$ cat src/rtl/slv_pkg.sv
package slv_pkg;

    typedef enum logic [2:0] {
        ERR_NONE   = 3'd0,
        ERR_REV    = 3'd1,
        ERR_RATE   = 3'd2,
        ERR_LANES  = 3'd3,
        ERR_CKSUM  = 3'd4,
        ERR_NORESP = 3'd5
    } slv_err_e;

    typedef enum logic [1:0] {
        ST_IDLE = 2'd0,
        ST_CAP  = 2'd1,
        ST_EDID = 2'd2
    } slv_state_e;

    localparam logic [7:0] REV_V10  = 8'h10;
    localparam logic [7:0] REV_V11  = 8'h11;
    localparam logic [7:0] RATE_162 = 8'h06;
    localparam logic [7:0] RATE_270 = 8'h0A;

    typedef struct packed {
        logic [7:0] rev;
        logic [7:0] rate;
        logic [7:0] lanes;
        logic       enh;
    } slv_caps_t;

    function automatic logic rev_legal(logic [7:0] r);
        return (r == REV_V10) || (r == REV_V11);
    endfunction

    function automatic logic rate_legal(logic [7:0] r);
        return (r == RATE_162) || (r == RATE_270);
    endfunction

    function automatic logic lanes_legal(logic [7:0] n);
        return (n == 8'd1) || (n == 8'd2) || (n == 8'd4);
    endfunction

endpackage

$ cat src/rtl/slv_cap_decode.sv
module slv_cap_decode
    import slv_pkg::*;
(
    input  logic [7:0] rev_byte,
    input  logic [7:0] rate_byte,
    input  logic [7:0] lane_byte,
    output slv_caps_t  caps,
    output slv_err_e   verdict
);
    always_comb begin
        caps.rev  = rev_byte;
        caps.rate = rate_byte;
        if (rev_byte == REV_V11) begin
            caps.lanes = {3'b000, lane_byte[4:0]};
            caps.enh   = lane_byte[7];
        end else begin
            caps.lanes = lane_byte;
            caps.enh   = 1'b0;
        end

        if (!rev_legal(rev_byte))
            verdict = ERR_REV;
        else if (!rate_legal(rate_byte))
            verdict = ERR_RATE;
        else if (!lanes_legal(caps.lanes))
            verdict = ERR_LANES;
        else
            verdict = ERR_NONE;
    end
endmodule

$ cat src/rtl/slv_sum_acc.sv
module slv_sum_acc #(
    parameter int W = 8
) (
    input  logic         clk,
    input  logic         rst,
    input  logic         clr,
    input  logic         add,
    input  logic [W-1:0] din,
    output logic [W-1:0] sum_nxt
);
    logic [W-1:0] sum_q;

    assign sum_nxt = sum_q + din;

    always_ff @(posedge clk) begin
        if (rst || clr)
            sum_q <= '0;
        else if (add)
            sum_q <= sum_nxt;
    end
endmodule

$ cat src/rtl/sink_link_validator.sv
module sink_link_validator
    import slv_pkg::*;
#(
    parameter int CAP_BYTES = 12,
    parameter int EDID_LEN  = 128,
    parameter int MAX_RETRY = 5
) (
    input  logic       clk,
    input  logic       rst,
    input  logic       start,
    input  logic       phase_edid,
    input  logic       in_valid,
    input  logic [7:0] in_data,
    output logic       in_ready,
    input  logic       cap_abort,
    input  logic       tst_edid_req,
    output logic       done,
    output logic [2:0] err_code,
    output logic [7:0] cap_rev,
    output logic [7:0] cap_rate,
    output logic [7:0] cap_lanes,
    output logic       cap_enh,
    output logic       resp_valid,
    output logic [7:0] resp_cksum
);
    localparam int SPAN  = (EDID_LEN > CAP_BYTES) ? EDID_LEN : CAP_BYTES;
    localparam int IDX_W = $clog2(SPAN);
    localparam int RTY_W = $clog2(MAX_RETRY + 1);
    localparam logic [IDX_W-1:0] CAP_LAST  = IDX_W'(CAP_BYTES - 1);
    localparam logic [IDX_W-1:0] EDID_LAST = IDX_W'(EDID_LEN - 1);
    localparam logic [IDX_W-1:0] EXT_POS   = IDX_W'(EDID_LEN - 2);
    localparam int HDR_BYTES = 3;

    slv_state_e       state_q;
    logic [IDX_W-1:0] idx_q;
    logic [RTY_W-1:0] retry_q;
    logic             second_q;
    logic             ext_q;
    logic             done_q;
    slv_err_e         err_q;
    slv_caps_t        caps_q;
    logic             resp_v_q;
    logic [7:0]       resp_ck_q;
    logic [7:0]       hdr_q [HDR_BYTES];

    slv_caps_t dec_caps;
    slv_err_e  dec_err;
    logic [7:0] sum_nxt;
    logic take, edid_take, acc_clr;

    assign in_ready  = (state_q != ST_IDLE);
    assign take      = in_valid && in_ready;
    assign edid_take = take && (state_q == ST_EDID);
    assign acc_clr   = start || (edid_take && idx_q == EDID_LAST);

    slv_cap_decode u_dec (
        .rev_byte  (hdr_q[0]),
        .rate_byte (hdr_q[1]),
        .lane_byte (hdr_q[2]),
        .caps      (dec_caps),
        .verdict   (dec_err)
    );

    slv_sum_acc #(.W(8)) u_acc (
        .clk     (clk),
        .rst     (rst),
        .clr     (acc_clr),
        .add     (edid_take),
        .din     (in_data),
        .sum_nxt (sum_nxt)
    );

    always_ff @(posedge clk) begin
        if (rst) begin
            state_q   <= ST_IDLE;
            idx_q     <= '0;
            retry_q   <= '0;
            second_q  <= 1'b0;
            ext_q     <= 1'b0;
            done_q    <= 1'b0;
            err_q     <= ERR_NONE;
            caps_q    <= '0;
            resp_v_q  <= 1'b0;
            resp_ck_q <= '0;
            for (int i = 0; i < HDR_BYTES; i++) hdr_q[i] <= '0;
        end else begin
            resp_v_q <= 1'b0;
            if (start) begin
                state_q  <= phase_edid ? ST_EDID : ST_CAP;
                idx_q    <= '0;
                retry_q  <= '0;
                second_q <= 1'b0;
                ext_q    <= 1'b0;
                done_q   <= 1'b0;
                err_q    <= ERR_NONE;
                caps_q   <= '0;
            end else begin
                case (state_q)
                    ST_CAP: begin
                        if (cap_abort) begin
                            if (retry_q == RTY_W'(MAX_RETRY)) begin
                                state_q <= ST_IDLE;
                                done_q  <= 1'b1;
                                err_q   <= ERR_NORESP;
                            end else begin
                                retry_q <= retry_q + 1'b1;
                                idx_q   <= '0;
                            end
                        end else if (take) begin
                            for (int i = 0; i < HDR_BYTES; i++)
                                if (idx_q == IDX_W'(i)) hdr_q[i] <= in_data;
                            if (idx_q == CAP_LAST) begin
                                state_q <= ST_IDLE;
                                done_q  <= 1'b1;
                                err_q   <= dec_err;
                                caps_q  <= dec_caps;
                            end else begin
                                idx_q <= idx_q + 1'b1;
                            end
                        end
                    end
                    ST_EDID: begin
                        if (take) begin
                            if (idx_q == EXT_POS && !second_q)
                                ext_q <= (in_data != 8'h00);
                            if (idx_q == EDID_LAST) begin
                                if (sum_nxt != 8'h00) begin
                                    state_q <= ST_IDLE;
                                    done_q  <= 1'b1;
                                    err_q   <= ERR_CKSUM;
                                end else if (!second_q && ext_q) begin
                                    second_q <= 1'b1;
                                    idx_q    <= '0;
                                end else begin
                                    state_q   <= ST_IDLE;
                                    done_q    <= 1'b1;
                                    err_q     <= ERR_NONE;
                                    resp_ck_q <= in_data;
                                    resp_v_q  <= tst_edid_req;
                                end
                            end else begin
                                idx_q <= idx_q + 1'b1;
                            end
                        end
                    end
                    default: ;
                endcase
            end
        end
    end

    assign done       = done_q;
    assign err_code   = err_q;
    assign cap_rev    = caps_q.rev;
    assign cap_rate   = caps_q.rate;
    assign cap_lanes  = caps_q.lanes;
    assign cap_enh    = caps_q.enh;
    assign resp_valid = resp_v_q;
    assign resp_cksum = resp_ck_q;
endmodule

$ cat config.mk
export PLATFORM = sky130hd
export DESIGN_NAME = sink_link_validator
export DESIGN_NICKNAME = d
export VERILOG_FILES = /design/src/rtl/slv_pkg.sv /design/src/rtl/slv_cap_decode.sv /design/src/rtl/slv_sum_acc.sv /design/src/rtl/sink_link_validator.sv
export SDC_FILE = /design/constraint.sdc
export NUM_CORES = 1
export LEC_CHECK = 0
export BUFFER_PORTS_ARGS = -buffer_cell sky130_fd_sc_hd__buf_2
export CAP_MARGIN = 20
export CORE_UTILIZATION = 51
export DETAILED_ROUTE_END_ITERATION = 10
export GPL_TIMING_DRIVEN = 0
export PLACE_DENSITY = 0.78
export SLEW_MARGIN = 20
export SYNTH_ARGS = -nofsm -noshare
export SYNTH_HDL_FRONTEND = slang
export SYNTH_HIERARCHICAL = 1
export SYNTH_SLANG_ARGS = --single-unit
$ cat constraint.sdc
create_clock -name clk -period 7.4 [get_ports clk]
set_input_delay 1.11 -clock clk [delete_from_list [all_inputs] [get_ports clk]]
set_output_delay 1.11 -clock clk [all_outputs]
set_load 0.05 [all_outputs]
* Word-level counts from Yosys, hierarchy flattened
Memories as Yosys holds them, arrays and structs flattened.
Index checks and enable logic that the tools add are counted.
** Word-level totals
- Flip-flop bits (word level) :: 60
- Memories kept :: 1
- Bits in writable memories :: 24
** Cells by class
- Add/sub/neg operators :: 3
- Multiplexer cells :: 68
- Bitwise logic cells :: 11
- Reductions and logical operators :: 28
- Eq/ne operators :: 31
** Memories
- hdr_q :: words 3, bits a word 8, rd ports 3, clocked after memory_dff 0, wr ports 3, RTL line sink_link_validator.sv:44 : logic [7:0] hdr_q [HDR_BYTES];
** Operators with widths (number)
- $mux 7 :: 8
- $mux 1 :: 31
- $mux 3 :: 10
- $mux 8 :: 3
- $ne 3x3->1 const B :: 8
- $mux 2 :: 11
- $reduce_and 7->1 :: 3
- $eq 8x3->1 const B :: 2
- $eq 8x5->1 const B :: 2
- $ne 4x4->1 const B :: 4
- $reduce_bool 8->1 :: 2
- $eq 7x7->1 const B :: 2
- $pmux 7 s2 :: 1
- $mux 9 :: 1
- $add 8x8->8 :: 1
- $eq 8x1->1 const B :: 1
- $eq 8x2->1 const B :: 1
- $eq 8x4->1 const B :: 1
- $not 1->1 :: 8
- $add 7x1->7 const B :: 1
- $eq 7x1->1 const B :: 1
- $eq 7x2->1 const B :: 1
- $eq 7x4->1 const B :: 1
- $logic_not 7->1 :: 1
- 22 further kinds :: 36

* Longest topological paths before layout
An unclocked memory read counts as a cell.
- Depth after elaboration :: 13
- Gate-level depth with buffers :: 13
- Depth with buffers taken out :: 12

* Hierarchy
The synthesis kept the hierarchy.
** By module, submodules not included
- sink_link_validator :: area each 3136.8 um^2, instances 1, seq. area each 1761.7 um^2, cells each 308
- slv_sum_acc :: area each 601.8 um^2, instances 1, seq. area each 160.2 um^2, cells each 71
- slv_cap_decode :: area each 287.8 um^2, instances 1, seq. area each 0.0 um^2, cells each 43

* Worst setup path after synthesis
No wires, ideal clock.
- Kind :: input to register
- Start :: input port in_data[0]
- End :: register idx_q[6]
- Cell stages on the path :: 12
- Setup slack :: 3.541 ns
- Data required time :: 7.279 ns
- Buffers on the path :: 0
- Arrival time :: 3.738 ns
- Cells stage by stage :: ha_1 fa_1 a21o_1 a21oi_1 o21ai_1 nor2_1 xnor2_1 or4_4 o311ai_4 o31ai_2 nor3_1 mux2_2
** On the way
- Longest elaborated chain between the ends :: 4
** RTL lines
- start: declaration :: RTL line sink_link_validator.sv:13 : input logic [7:0] in_data,
- $add 8x8->8 :: RTL line slv_sum_acc.sv:13 : assign sum_nxt = sum_q + din;
- via sum_nxt[6] :: RTL line sink_link_validator.sv:48 : logic [7:0] sum_nxt;
- $reduce_bool 8->1 :: RTL line sink_link_validator.sv:127 : if (sum_nxt != 8'h00) begin
- $ne 3x3->1 (no line)
- $reduce_and 7->1 (no line)
- end signal: assignment :: RTL line sink_link_validator.sv:118 : idx_q <= idx_q + 1'b1;
- end signal: assignment :: RTL line sink_link_validator.sv:142 : idx_q <= idx_q + 1'b1;
- end: declaration :: RTL line sink_link_validator.sv:35 : logic [IDX_W-1:0] idx_q;
The timed path passes the listed nets, and every way through them passes these cells.
A chain may end at the register's enable or synchronous reset.

* Worst setup path after layout
Ends and elaborated chain as after synthesis.

==> key figures <==
Power and ir drop
  • Maximum vdd drop: 0.0000965 V
  • Pwr Total: 0.000875 W
  • Leakage Power: 1.90 nW
  • Power Density: 189 mW/mm²

Timing
  • Final WS setup: approximately 3.5 ns
  • Max-slew violation count: 0
  • Tcrit/Tclk final: 52.9%
  • Hold Fails Final Rpt: 0
  • Setup violators final: 0
  • Skew final: approximately 0.0084 ns
  • Worst-Margin Slew: 0.846 ns
  • Fmax: 256 MHz
  • Final worst path period need: 3.91 ns
  • RSZ-0062 raised after global routing: no
  • Slew headroom: between 40% and 50%
  • Final setup TNS: 0 ns

Floorplanning
  • I/O pin total: 54
  • Die footprint: 0.00825 mm²
  • Initial Utilization: 52.4%
  • Rows: 32
  • Die width: 90.9 µm
  • Die Y: 90.9 µm
  • Core Area: 0.00769 mm²

Clocking
  • Worst-path clk slew: 0.09 ns
  • Clk Latency, worst-skew pair: 0.35 ns
  • Setup bufs post-CTS: 0
  • Post-CTS sizing: 0
  • Total CTS buffers: 9
  • Clk sinks: 84
  • CTS Hold Bufs: 0
  • CTS root buffer: clkbuf_8
  • CTS tree: built
  • CTS Buffer Depth: 2
  • H-tree lvl count: 3

Routing
  • Drt pass-1 iters: 4
  • DR vias: between 3000 and 4000
  • DRC errors left: 0
  • Drt initial violations: 195
  • Detailed-route wire length per cell: 14.2 µm
  • Post-DRT Antenna Nets: 0
  • Final wirelength: 8430 µm
  • DR vias/cell: 5.36

Outcome
  • Outcome: complete, no violations

Yosys
  • Area leader, netlist: dfxtp_1
  • Seq/Total Area, Yosys: 47.7%
  • Number of enable flip-flop cells after synthesis: 24
  • Mapped Nets: around 450
  • Yosys reg bits: 84
  • Dominant cells by area after synthesis: dfxtp_1 30%, edfxtp_1 18%, nand2_1 6.2%, a21oi_1 4.2%, buf_4 4.1%
  • Async set-or-reset flop fraction in the synthesized netlist: 0%
  • Synthesis Warnings: 6
  • Most used DFF post-synth: dfxtp_1
  • Synth top area share: 29.8%
  • Distinct cell type count after synthesis: between 60 and 70
  • Syn Area/Cell: 9.54 µm²
  • Synthesized area: just over 0.004 mm²
  • Post-Syn Instances: 422

Worst setup path
  • CP endpoint kind: flip-flop
  • Worst Path Max Fanout: 7
  • Crit path arrival time: 4.17 ns
  • Worst EP required: around 7.7 ns
  • Worst Path Class, Setup: in -> reg
  • CP startpoint kind: primary input

Flow run
  • Max-cap viol count: 0

Final layout
  • Layout cell share with drive strength beyond 1: 23.6%
  • Fin nets: around 520
  • Commonest non-fill, non-tap cell in the layout: nand2_1
  • Inserted Diodes: 0
  • Filler instances: about 660
  • Final instance area: 0.00462 mm²
  • Commonest non-fill, non-tap cells in the layout: 67 x nand2_1, 60 x dfxtp_1, 56 x buf_2
  • Area Growth Syn to Fin: 14.8%

Min path
  • Hold Crit Class: reg -> reg

Placement
  • Placer Congestion: ~0.9
  • I/O Buffers: between 50 and 60
  • Post-DP Area: between 0.004 and 0.005 mm²
  • HPWL after DPL: 6220 µm
  • Pre-CTS setup slack: between 3 and 4 ns

Global routing
  • Initial antenna violation count: 0
  • GR Util All Layers: a little over a fifth
  • Pin count of the biggest net entering global routing: 15
  • Vias in the first global route: 2914
  • Total gr overflow: 0
  • First-pass GRT wire length: 13800 µm
path summary, 6_finish.rpt:
path,cells past startpoint,slack [ns],end,startpoint
max,13,3.49,idx_q[6],in_data[0]
min,2,0.45,cap_rate[3],cap_rate[3]
min reg2reg,2,0.45,cap_rate[3],cap_rate[3]
max reg2reg,12,4.07,idx_q[6],u_acc/sum_q[0]
synthesized netlist by cell type (3+ instances only):
master     n
buf_2      3
o21ai_0   12
a21oi_1   34
nor2_1    34
a31oi_1    5
buf_4     22
or2_2      5
edfxtp_1  24
inv_1      8
xor2_1     6
clkbuf_1  10
dfxtp_1   60
nand3_1    7
xnor2_1    3
nand2b_1   4
or3_1      3
and2_1    13
and3_1     5
a21o_1     6
nor3_1    10
nand2_1   67
mux2i_1   12
ha_1      13
nand4b_1   5
nor4_1     5
cell families (layout without fill, tap and decap cells):
family,after synthesis,in the layout,synth area share [%]
other cells,1,1,0.0931
xor+xnor,9,9,1.96
simple gates,179,179,23.1
compound gates,78,78,13.1
fa+ha+maj,14,14,4.54
buf+inv,44,113,6.25
mux,13,13,3.26
flops,84,84,47.7
worst max-delay path, cell delays in order:
cell      delay [ns]
buf_2           0.13
ha_1            0.23
fa_1            0.41
a21o_1          0.18
a21oi_1         0.23
o21ai_1         0.15
nor2_1          0.14
xnor2_1         0.08
or4_4           0.46
o311ai_4        0.31
o31ai_2         0.19
nor3_1          0.19
mux2_2          0.35
layer usage:
| layer | vias to the layer above | part of all wire [%] | track usage (%) | wire length, µm |
|---|---|---|---|---|
| li1 | 1593 | - | - | - |
| met1 | 1494 | 48 | 27.6 | 4030 |
| met2 | 80 | 47 | 34.3 | 3950 |
| met3 | 10 | 3.6 | 3.37 | 307 |
| met4 | 0 | 1.6 | 11.0 | 138 |
| met5 | - | 0 | 0 | 0 |
state kept, by name, indices dropped and copies added (netlist names):
| register | cells |
|---|---|
| hdr_q | 24 |
| cap_lanes | 8 |
| cap_rate | 8 |
| cap_rev | 8 |
| resp_cksum | 8 |
| u_acc/sum_q | 8 |
| idx_q | 7 |
| err_code | 3 |
| retry_q | 3 |
| state_q | 2 |
| cap_enh | 1 |
| done | 1 |
| ext_q | 1 |
| resp_valid | 1 |
| second_q | 1 |
metrics by stage:
stage	utilization (%)	hold slack, ns	instances
6_report	60.1	0.454	593
5_1_grt	60.1	0.477	593
4_1_cts	60.1	0.457	593
3_5_place_dp	57.5	0.443	577
3_3_place_gp	57.5	0.433	577
2_1_floorplan	-	0.463	422
power breakdown:
part / internal, W / switching [W] / leakage (nW)
registers: 0.000478 / 0.00000538 / 0.730
clock network: 0.000167 / 0.000168 / 0.0999
logic: 0.0000226 / 0.0000338 / 1.07
final cells by class:
class | count | area [µm²] | area share, %
inverter | 8 | 30.0 | 0.650
clock inverter | 5 | 60.1 | 1.30
multi-input combinational | 294 | 1850 | 40.1
clock buffer | 11 | 141 | 3.06
timing repair buffer | 53 | 265 | 5.74
buffer | 36 | 221 | 4.79
tap | 102 | 128 | 2.76
sequential | 84 | 1920 | 41.6
Note: power is estimated with default switching activity, not from simulation.
